[src/rtl/sio_pkg.sv]
package sio_pkg;

  localparam int unsigned DW = 32;

  localparam logic [DW-1:0] LCR_MASK  = 32'hE17F_0000;
  localparam logic [DW-1:0] ICTL_MASK = 32'h000F_0000;
  localparam logic [DW-1:0] STS_MASK  = 32'h0007_0000;
  localparam logic [DW-1:0] FCTL_MASK = 32'h001F_0000;
  localparam logic [DW-1:0] BAUD_MASK = 32'h03FF_0000;

  localparam logic [DW-1:0] LCR_RST  = 32'h4000_0000;
  localparam logic [DW-1:0] BAUD_RST = 32'h03FF_0000;

  localparam int unsigned BIT_RX   = 16;
  localparam int unsigned BIT_TX   = 17;
  localparam int unsigned BIT_ERR  = 18;
  localparam int unsigned BIT_FEN  = 16;
  localparam int unsigned BIT_FRX  = 17;
  localparam int unsigned BIT_FTX  = 18;

  typedef enum logic [3:0] {
    SEL_NONE, SEL_LCR, SEL_LSR, SEL_ICTL, SEL_STS,
    SEL_FCTL, SEL_BAUD, SEL_TXD, SEL_RXD
  } sel_e;

  function automatic logic [DW-1:0] lane_merge(logic [DW-1:0] old_v,
                                               logic [DW-1:0] new_v,
                                               logic [3:0]    be);
    logic [DW-1:0] r;
    for (int i = 0; i < 4; i++)
      r[8*i +: 8] = be[i] ? new_v[8*i +: 8] : old_v[8*i +: 8];
    return r;
  endfunction

  function automatic logic [DW-1:0] lane_and(logic [DW-1:0] old_v,
                                             logic [DW-1:0] new_v,
                                             logic [3:0]    be);
    logic [DW-1:0] r;
    for (int i = 0; i < 4; i++)
      r[8*i +: 8] = be[i] ? (old_v[8*i +: 8] & new_v[8*i +: 8]) : old_v[8*i +: 8];
    return r;
  endfunction

endpackage

[src/rtl/sio_addr_decode.sv]
module sio_addr_decode
  import sio_pkg::*;
#(
  parameter int unsigned WIDX_W = 6
) (
  input  logic [WIDX_W-1:0] widx_i,
  output sel_e              sel_o
);

  always_comb begin
    case (int'(widx_i))
      0:       sel_o = SEL_LCR;
      1:       sel_o = SEL_LSR;
      2:       sel_o = SEL_ICTL;
      3:       sel_o = SEL_STS;
      4:       sel_o = SEL_FCTL;
      5:       sel_o = SEL_BAUD;
      8:       sel_o = SEL_TXD;
      12:      sel_o = SEL_RXD;
      default: sel_o = SEL_NONE;
    endcase
  end

endmodule

[src/rtl/sio_byte_fifo.sv]
module sio_byte_fifo #(
  parameter int unsigned DEPTH = 16,
  parameter int unsigned WIDTH = 8,
  localparam int unsigned PTR_W = (DEPTH > 1) ? $clog2(DEPTH) : 1,
  localparam int unsigned CNT_W = $clog2(DEPTH + 1)
) (
  input  logic             clk_i,
  input  logic             rst_ni,
  input  logic             clr_i,
  input  logic             push_i,
  input  logic [WIDTH-1:0] data_i,
  input  logic             pop_i,
  output logic [WIDTH-1:0] data_o,
  output logic             empty_o,
  output logic             full_o,
  output logic [CNT_W-1:0] count_o
);

  logic [WIDTH-1:0] mem_q [DEPTH];
  logic [PTR_W-1:0] wr_ptr_q, rd_ptr_q;
  logic [CNT_W-1:0] cnt_q;
  logic             do_push, do_pop;

  function automatic logic [PTR_W-1:0] ptr_inc(logic [PTR_W-1:0] p);
    return (p == PTR_W'(DEPTH - 1)) ? '0 : p + PTR_W'(1);
  endfunction

  assign empty_o = (cnt_q == '0);
  assign full_o  = (cnt_q == CNT_W'(DEPTH));
  assign do_push = push_i && !full_o;
  assign do_pop  = pop_i && !empty_o;
  assign data_o  = mem_q[rd_ptr_q];
  assign count_o = cnt_q;

  always_ff @(posedge clk_i or negedge rst_ni) begin
    if (!rst_ni) begin
      wr_ptr_q <= '0;
      rd_ptr_q <= '0;
      cnt_q    <= '0;
    end else if (clr_i) begin
      wr_ptr_q <= '0;
      rd_ptr_q <= '0;
      cnt_q    <= '0;
    end else begin
      if (do_push) wr_ptr_q <= ptr_inc(wr_ptr_q);
      if (do_pop)  rd_ptr_q <= ptr_inc(rd_ptr_q);
      cnt_q <= cnt_q + CNT_W'(do_push) - CNT_W'(do_pop);
    end
  end

  always_ff @(posedge clk_i) begin
    if (do_push && !clr_i) mem_q[wr_ptr_q] <= data_i;
  end

endmodule

[src/rtl/sio_ctrl_regs.sv]
module sio_ctrl_regs
  import sio_pkg::*;
#(
  parameter int unsigned ADDR_W     = 8,
  parameter int unsigned FIFO_DEPTH = 16,
  localparam int unsigned WIDX_W = ADDR_W - 2,
  localparam int unsigned CNT_W  = $clog2(FIFO_DEPTH + 1)
) (
  input  logic              clk_i,
  input  logic              rst_ni,
  input  logic              req_i,
  input  logic              we_i,
  input  logic [ADDR_W-1:0] addr_i,
  input  logic [3:0]        be_i,
  input  logic [31:0]       wdata_i,
  output logic [31:0]       rdata_o,
  output logic              tx_valid_o,
  output logic [7:0]        tx_data_o,
  input  logic              tx_ready_i,
  input  logic              rx_valid_i,
  input  logic [7:0]        rx_data_i,
  output logic              rx_ready_o,
  output logic              irq_o
);

  sel_e        sel;
  logic        wr, rd;
  logic [31:0] lcr_q, ictl_q, sts_q, fctl_q, baud_q;
  logic [31:0] sts_d, fctl_nxt, sts_set;
  logic        fctl_wr, clr_rx, clr_tx;
  logic        tx_push, tx_pop, tx_empty, tx_full;
  logic        rx_push, rx_pop, rx_empty, rx_full;
  logic [7:0]  rx_head;
  logic [CNT_W-1:0] tx_count, rx_count;
  logic        unused_addr_lsb;

  assign unused_addr_lsb = ^addr_i[1:0];

  sio_addr_decode #(.WIDX_W(WIDX_W)) i_dec (
    .widx_i (addr_i[ADDR_W-1:2]),
    .sel_o  (sel)
  );

  assign wr = req_i && we_i;
  assign rd = req_i && !we_i;

  // FIFO control: clear only when enable and per-FIFO bit both set after merge
  assign fctl_wr  = wr && (sel == SEL_FCTL);
  assign fctl_nxt = lane_merge(fctl_q, wdata_i, be_i) & FCTL_MASK;
  assign clr_rx   = fctl_wr && fctl_nxt[BIT_FEN] && fctl_nxt[BIT_FRX];
  assign clr_tx   = fctl_wr && fctl_nxt[BIT_FEN] && fctl_nxt[BIT_FTX];

  assign tx_push = wr && (sel == SEL_TXD) && be_i[3];
  assign tx_pop  = tx_valid_o && tx_ready_i;
  assign rx_push = rx_valid_i && rx_ready_o;
  assign rx_pop  = rd && (sel == SEL_RXD) && be_i[3] && !rx_empty;

  sio_byte_fifo #(.DEPTH(FIFO_DEPTH), .WIDTH(8)) i_tx_fifo (
    .clk_i   (clk_i),
    .rst_ni  (rst_ni),
    .clr_i   (clr_tx),
    .push_i  (tx_push),
    .data_i  (wdata_i[31:24]),
    .pop_i   (tx_pop),
    .data_o  (tx_data_o),
    .empty_o (tx_empty),
    .full_o  (tx_full),
    .count_o (tx_count)
  );

  sio_byte_fifo #(.DEPTH(FIFO_DEPTH), .WIDTH(8)) i_rx_fifo (
    .clk_i   (clk_i),
    .rst_ni  (rst_ni),
    .clr_i   (clr_rx),
    .push_i  (rx_push),
    .data_i  (rx_data_i),
    .pop_i   (rx_pop),
    .data_o  (rx_head),
    .empty_o (rx_empty),
    .full_o  (rx_full),
    .count_o (rx_count)
  );

  assign tx_valid_o = !tx_empty;
  assign rx_ready_o = !rx_full;

  // Flags set from registered FIFO state; a status write only clears
  always_comb begin
    sts_set = '0;
    sts_set[BIT_RX] = !rx_empty;
    sts_set[BIT_TX] = tx_empty;
    if (wr && (sel == SEL_STS)) sts_d = lane_and(sts_q, wdata_i, be_i) & STS_MASK;
    else                        sts_d = sts_q | sts_set;
  end

  always_ff @(posedge clk_i or negedge rst_ni) begin
    if (!rst_ni) begin
      lcr_q  <= LCR_RST;
      ictl_q <= '0;
      sts_q  <= '0;
      fctl_q <= '0;
      baud_q <= BAUD_RST;
    end else begin
      sts_q <= sts_d;
      if (wr && (sel == SEL_LCR))  lcr_q  <= lane_merge(lcr_q,  wdata_i, be_i) & LCR_MASK;
      if (wr && (sel == SEL_ICTL)) ictl_q <= lane_merge(ictl_q, wdata_i, be_i) & ICTL_MASK;
      if (fctl_wr)                 fctl_q <= fctl_nxt;
      if (wr && (sel == SEL_BAUD)) baud_q <= lane_merge(baud_q, wdata_i, be_i) & BAUD_MASK;
    end
  end

  assign irq_o = |(sts_q[BIT_ERR:BIT_RX] & ictl_q[BIT_ERR:BIT_RX]);

  always_comb begin
    rdata_o = '0;
    if (rd) begin
      case (sel)
        SEL_LCR:  rdata_o = lcr_q;
        SEL_ICTL: rdata_o = ictl_q;
        SEL_STS:  rdata_o = sts_q;
        SEL_FCTL: rdata_o = fctl_q;
        SEL_BAUD: rdata_o = baud_q;
        SEL_RXD:  rdata_o = (be_i[3] && !rx_empty) ? {rx_head, 24'h0} : '0;
        default:  rdata_o = '0;
      endcase
    end
  end

endmodule

[config.mk]
export PLATFORM = sky130hd
export DESIGN_NAME = sio_ctrl_regs
export DESIGN_NICKNAME = d
export VERILOG_FILES = /design/src/rtl/sio_pkg.sv /design/src/rtl/sio_addr_decode.sv /design/src/rtl/sio_byte_fifo.sv /design/src/rtl/sio_ctrl_regs.sv
export SDC_FILE = /design/constraint.sdc
export NUM_CORES = 1
export LEC_CHECK = 0
export BUFFER_PORTS_ARGS = -buffer_cell sky130_fd_sc_hd__buf_2
export CAP_MARGIN = 5
export CORE_AREA = 2 2 162 148
export DETAILED_ROUTE_END_ITERATION = 8
export DIE_AREA = 0 0 164 150
export PLACE_DENSITY = 0.89
export SYNTH_ARGS = -nofsm -noshare
export SYNTH_HDL_FRONTEND = slang
export SYNTH_SLANG_ARGS = --single-unit
[constraint.sdc]
create_clock -name clk_i -period 9.6 [get_ports clk_i]
set_clock_uncertainty 0.05 [all_clocks]
set_input_delay 2.4 -clock clk_i [delete_from_list [all_inputs] [get_ports clk_i]]
set_output_delay 2.4 -clock clk_i [all_outputs]
set_load 0.05 [all_outputs]
==> impl.org <==
** Synth
- Most area-consuming cells after synthesis :: sky130_fd_sc_hd__edfxtp_1, sky130_fd_sc_hd__mux4_2, sky130_fd_sc_hd__dfrtp_1, sky130_fd_sc_hd__mux2_2, sky130_fd_sc_hd__ha_1
- After synthesis, the share of flip-flops with an asynchronous set or reset is 0.1873.
- In the synthesized netlist, the number of instances is roughly 790.
- The Yosys step of the flow raised 0 warnings.
- Sequential area share after synthesis :: 0.6772
- Of the post-synthesis cell area, the dominant cell type holds 0.5672.
- Yosys mapped the design onto 65 distinct sky130hd cell types.
- For this run, the leading register cell type out of synthesis is sky130_fd_sc_hd__edfxtp_1.
- Number of storage elements in the synthesis netlist :: about 320
- Number of enable flip-flop cells after synthesis :: approximately 260
- By count the netlist is led by sky130_fd_sc_hd__edfxtp_1, sky130_fd_sc_hd__mux4_2, sky130_fd_sc_hd__dfrtp_1, sky130_fd_sc_hd__nor2_1, sky130_fd_sc_hd__a21oi_1.
- Summing every instance area after synthesis gives about 14000 sq um.
- sky130_fd_sc_hd__edfxtp_1 takes more of the synthesized area than any other cell.
- By instance count, the leading cell after synthesis is sky130_fd_sc_hd__edfxtp_1.
- After synthesis, the mean cell area works out to ~17 sq um.

** Drt
- Dividing the detail-routed via count by the number of cells gives 6.482.
- The detailed router finished its first iteration with just over 900 violations.
- Vias after detailed routing :: a little under 8000
- Dividing the detail-routed wire length by the instance count gives around 25 microns.
- For this run, design rule violations remaining after detail routing come to 0.
- Final wirelength :: about 29000 microns
- The first TritonRoute pass finished after 8 iterations.
- The detail route stage leaves a number of antenna-violating nets equal to 0.

** Placed design
- Routability-driven placement finished with a final weighted congestion of between 0.8 and 0.9.
- The number of placed instances, taps included, is 1133.
- Once detailed placement completed, the half-perimeter wirelength came to roughly 18000 microns.
- The count of buffers added on input and output ports is 64.

** STA
- Measured against its own limit, the worst slew margin works out to 0.2369.
- Setup TNS after final layout :: 0 ns
- Derived from the worst setup path, the maximum achievable clock frequency is 0.1370 GHz.
- The smallest clock period supported by the final layout is computed as about 7.3 ns.
- Final clock period utilization by the worst path :: 0.7605
- Setup violations remaining at the end of the flow were counted as 0.
- On the final layout, the worst hold slack is between 0.4 and 0.5 ns.
- Number of hold violations in the final report :: 0
- The count of pins over their slew limit is 0.
- RSZ-0062 raised after global routing :: false
- For the pin with the worst max-slew slack, the measured transition is between 1 and 1.5 ns.

** Layout
- The area growth from synthesis to layout is 11.39%.
- Net count of the finished layout :: about 950
- Share of post-route cells with drive strength above 1 :: 0.2838
- Leaving out filler cells and counting taps, the final layout contains between 1000 and 1500.
- Filler Cells Inserted :: between 1000 and 1500

** Floorplan
- Horizontal die dimension :: around 160 microns
- The core region is ~23000 sq um.
- Initial Utilization :: 0.5890
- Row generation in the floorplan step produced 53 rows.
- Die H :: 150 microns
- Pin placement for this block handled about 100 I/O pins.
- The floorplan step defined a die boundary enclosing between 20000 and 25000 sq um.

** Worst setup path
- CP cell instances :: buf_2, inv_1, ha_1, nor3b_1, a22o_1, nor4_2, a21oi_1, nor2_1, buf_2
- Type of the setup path with the least slack :: in2out
- STA puts the critical path data arrival time at 4.85 ns.
- In this design, the critical path's most frequently occurring cell is sky130_fd_sc_hd__buf_2.
- WP buf/inv :: 3
- The largest single stage delay on the critical path is roughly 0.84 ns.
- For the worst setup path, the data required time is between 7 and 8 ns.
- Sort of element at the end of the critical path :: primary output
- The critical path runs through a total of 9 cells.
- Among all stages on the critical path, the largest delay is contributed by sky130_fd_sc_hd__nor4_2.
- For the worst flop-to-flop path, the logic depth is 15.
- Kind of start point of the critical path :: primary input
- Cell family contributing the most delay on the critical path :: simple AND/OR/NAND/NOR gates
- Crit-path max FO :: 12

** GRT
- For this run the aggregate overflow at the end of global routing stands at 0.
- Entering global routing, the biggest net connects 60 pins.
- Number of antenna violations at the first check in global routing :: 1
- In the global route stage, overall resource usage came out at 0.2475.
- Global-route wire length before repair :: around 45000 microns
- The via count of the first global-routing pass came to approximately 7700.

** Pwr
- In this run the static leakage power is roughly 5.3 nW.
- In this run the power density over the cells is approximately 240 nW/um^2.
- The worst-case IR drop observed on VDD is about 0.00024 V.

** Clocking
- TritonCTS created 31 clock buffers.
- CTS placed an instance of sky130_fd_sc_hd__clkbuf_16 at the clock tree root.
- CTS built an H-tree with a depth of 1.
- Maximum count of clock buffers along a single path :: 3
- Number of cells upsized or downsized after cts :: 0
- Clock transition at path regs :: ~0.060 ns
- TritonCTS clock tree :: built
- Skew-Pair Late Insertion Delay :: approximately 0.56 ns
- The tree built by TritonCTS fans out to between 300 and 400 sinks.
- Count of buffers added by post-CTS timing repair for setup :: 0
- Cts-stage hold buffer count :: 0

** Min path
- The tightest min-delay check is of the reg2reg type.
- Counting instances, the worst hold path has a depth of 1.

** Job
- Max-cap violations in this run came to 0.

** Run status
- Run status :: completed
layer usage:
metal / GRT usage / vias to the layer above / wire length [microns]
met4: 0.07719 / 0 / 826
met1: 0.3441 / 3925 / 11230
met3: 0.03603 / 74 / 2413
met2: 0.4109 / 478 / 14980
li1: - / 3243 / -
met5: 0 / - / 0
path summary, 6_finish.rpt:
kind / from / to / slack (ns)
max: addr_i[2] / rdata_o[25] / 2.30
min: lcr_q[20] / lcr_q[20] / 0.46
max reg2reg: i_rx_fifo.count_o[3] / i_rx_fifo.count_o[4] / 5.78
min reg2reg: lcr_q[20] / lcr_q[20] / 0.46
max in group asynchronous: rst_ni / i_rx_fifo.rd_ptr_q[0] / 7.00
min in group asynchronous: rst_ni / lcr_q[19] / 1.95
worst register-to-register path: cells and delay by family, from the launching register on:
| kind | cells | cell delay [ns] |
|---|---|---|
| fa+ha+maj | 4 | 0.98 |
| flops | 1 | 0.40 |
| buf+inv | 4 | 0.29 |
| simple gates | 5 | 1.73 |
| compound gates | 2 | 0.32 |
registers in the layout (all words and copies together) (netlist names), 5 cells and up:
register           count
i_rx_fifo.mem_q      128
i_tx_fifo.mem_q      128
lcr_q                 11
baud_q                10
fctl_q                 5
i_rx_fifo.count_o      5
i_tx_fifo.count_o      5
cell type report:
class,count,area (sq um),area share
Multi-Input combinational cell,414,4059,0.2689
Timing Repair Buffer,74,395.4,0.02619
Clock inverter,17,167.7,0.01111
Sequential cell,315,9180,0.6081
Tap cell,302,377.9,0.02503
Antenna cell,1,2.502,0.0001658
Clock buffer,40,809.5,0.05362
Inverter,28,105.1,0.006962
logic make-up (layout without fill, tap and decap cells):
kind of cell | after synthesis | after routing | share of synthesized area
AO/OA/AOI/OAI | 96 | 96 | 0.04819
XOR/XNOR | 11 | 11 | 0.007108
adder cells (fa/ha/maj) | 27 | 27 | 0.02603
buffers and inverters | 77 | 159 | 0.02825
flip-flops | 315 | 315 | 0.6772
multiplexers | 105 | 105 | 0.1496
other | 1 | 17 | 0.0002767
AND/OR/NAND/NOR | 159 | 159 | 0.06343
power by group:
part	switching [W]	internal (W)
sequential	0.0000811	0.00159
clock	0.000495	0.000675
combinational	0.000483	0.000341
total	0.00106	0.00260
stage by stage:
stage          setup WS (ns)    util  instance area (sq um)  power [W]
6_report               2.299  0.6561                  15100   0.003664
4_1_cts                2.323  0.6560                  15090   0.003670
2_1_floorplan          2.516       -                  13610   0.002310
3_5_place_dp           2.344  0.6135                  14120   0.002502
5_1_grt                2.175  0.6560                  15090   0.003805
3_3_place_gp           2.322  0.6135                  14120   0.002462
cell usage in the layout (no fill, tap or decap), types with 8 or more instances in the layout:
cell / count
sky130_fd_sc_hd__edfxtp_1: 256
sky130_fd_sc_hd__mux4_2: 75
sky130_fd_sc_hd__buf_2: 64
sky130_fd_sc_hd__dfrtp_1: 46
sky130_fd_sc_hd__nor2_1: 37
sky130_fd_sc_hd__a21oi_1: 35
sky130_fd_sc_hd__clkbuf_16: 31
sky130_fd_sc_hd__inv_1: 28
sky130_fd_sc_hd__mux2_2: 28
sky130_fd_sc_hd__nand2_1: 27
sky130_fd_sc_hd__ha_1: 25
sky130_fd_sc_hd__and3_1: 23
sky130_fd_sc_hd__nand3_1: 19
sky130_fd_sc_hd__conb_1: 16
sky130_fd_sc_hd__a22oi_1: 13
sky130_fd_sc_hd__o21ai_0: 11
sky130_fd_sc_hd__dfstp_2: 11
sky130_fd_sc_hd__buf_4: 10
sky130_fd_sc_hd__clkbuf_1: 9
sky130_fd_sc_hd__a21o_1: 8
sky130_fd_sc_hd__and2_1: 8
Power figures use the tool's default switching activity.
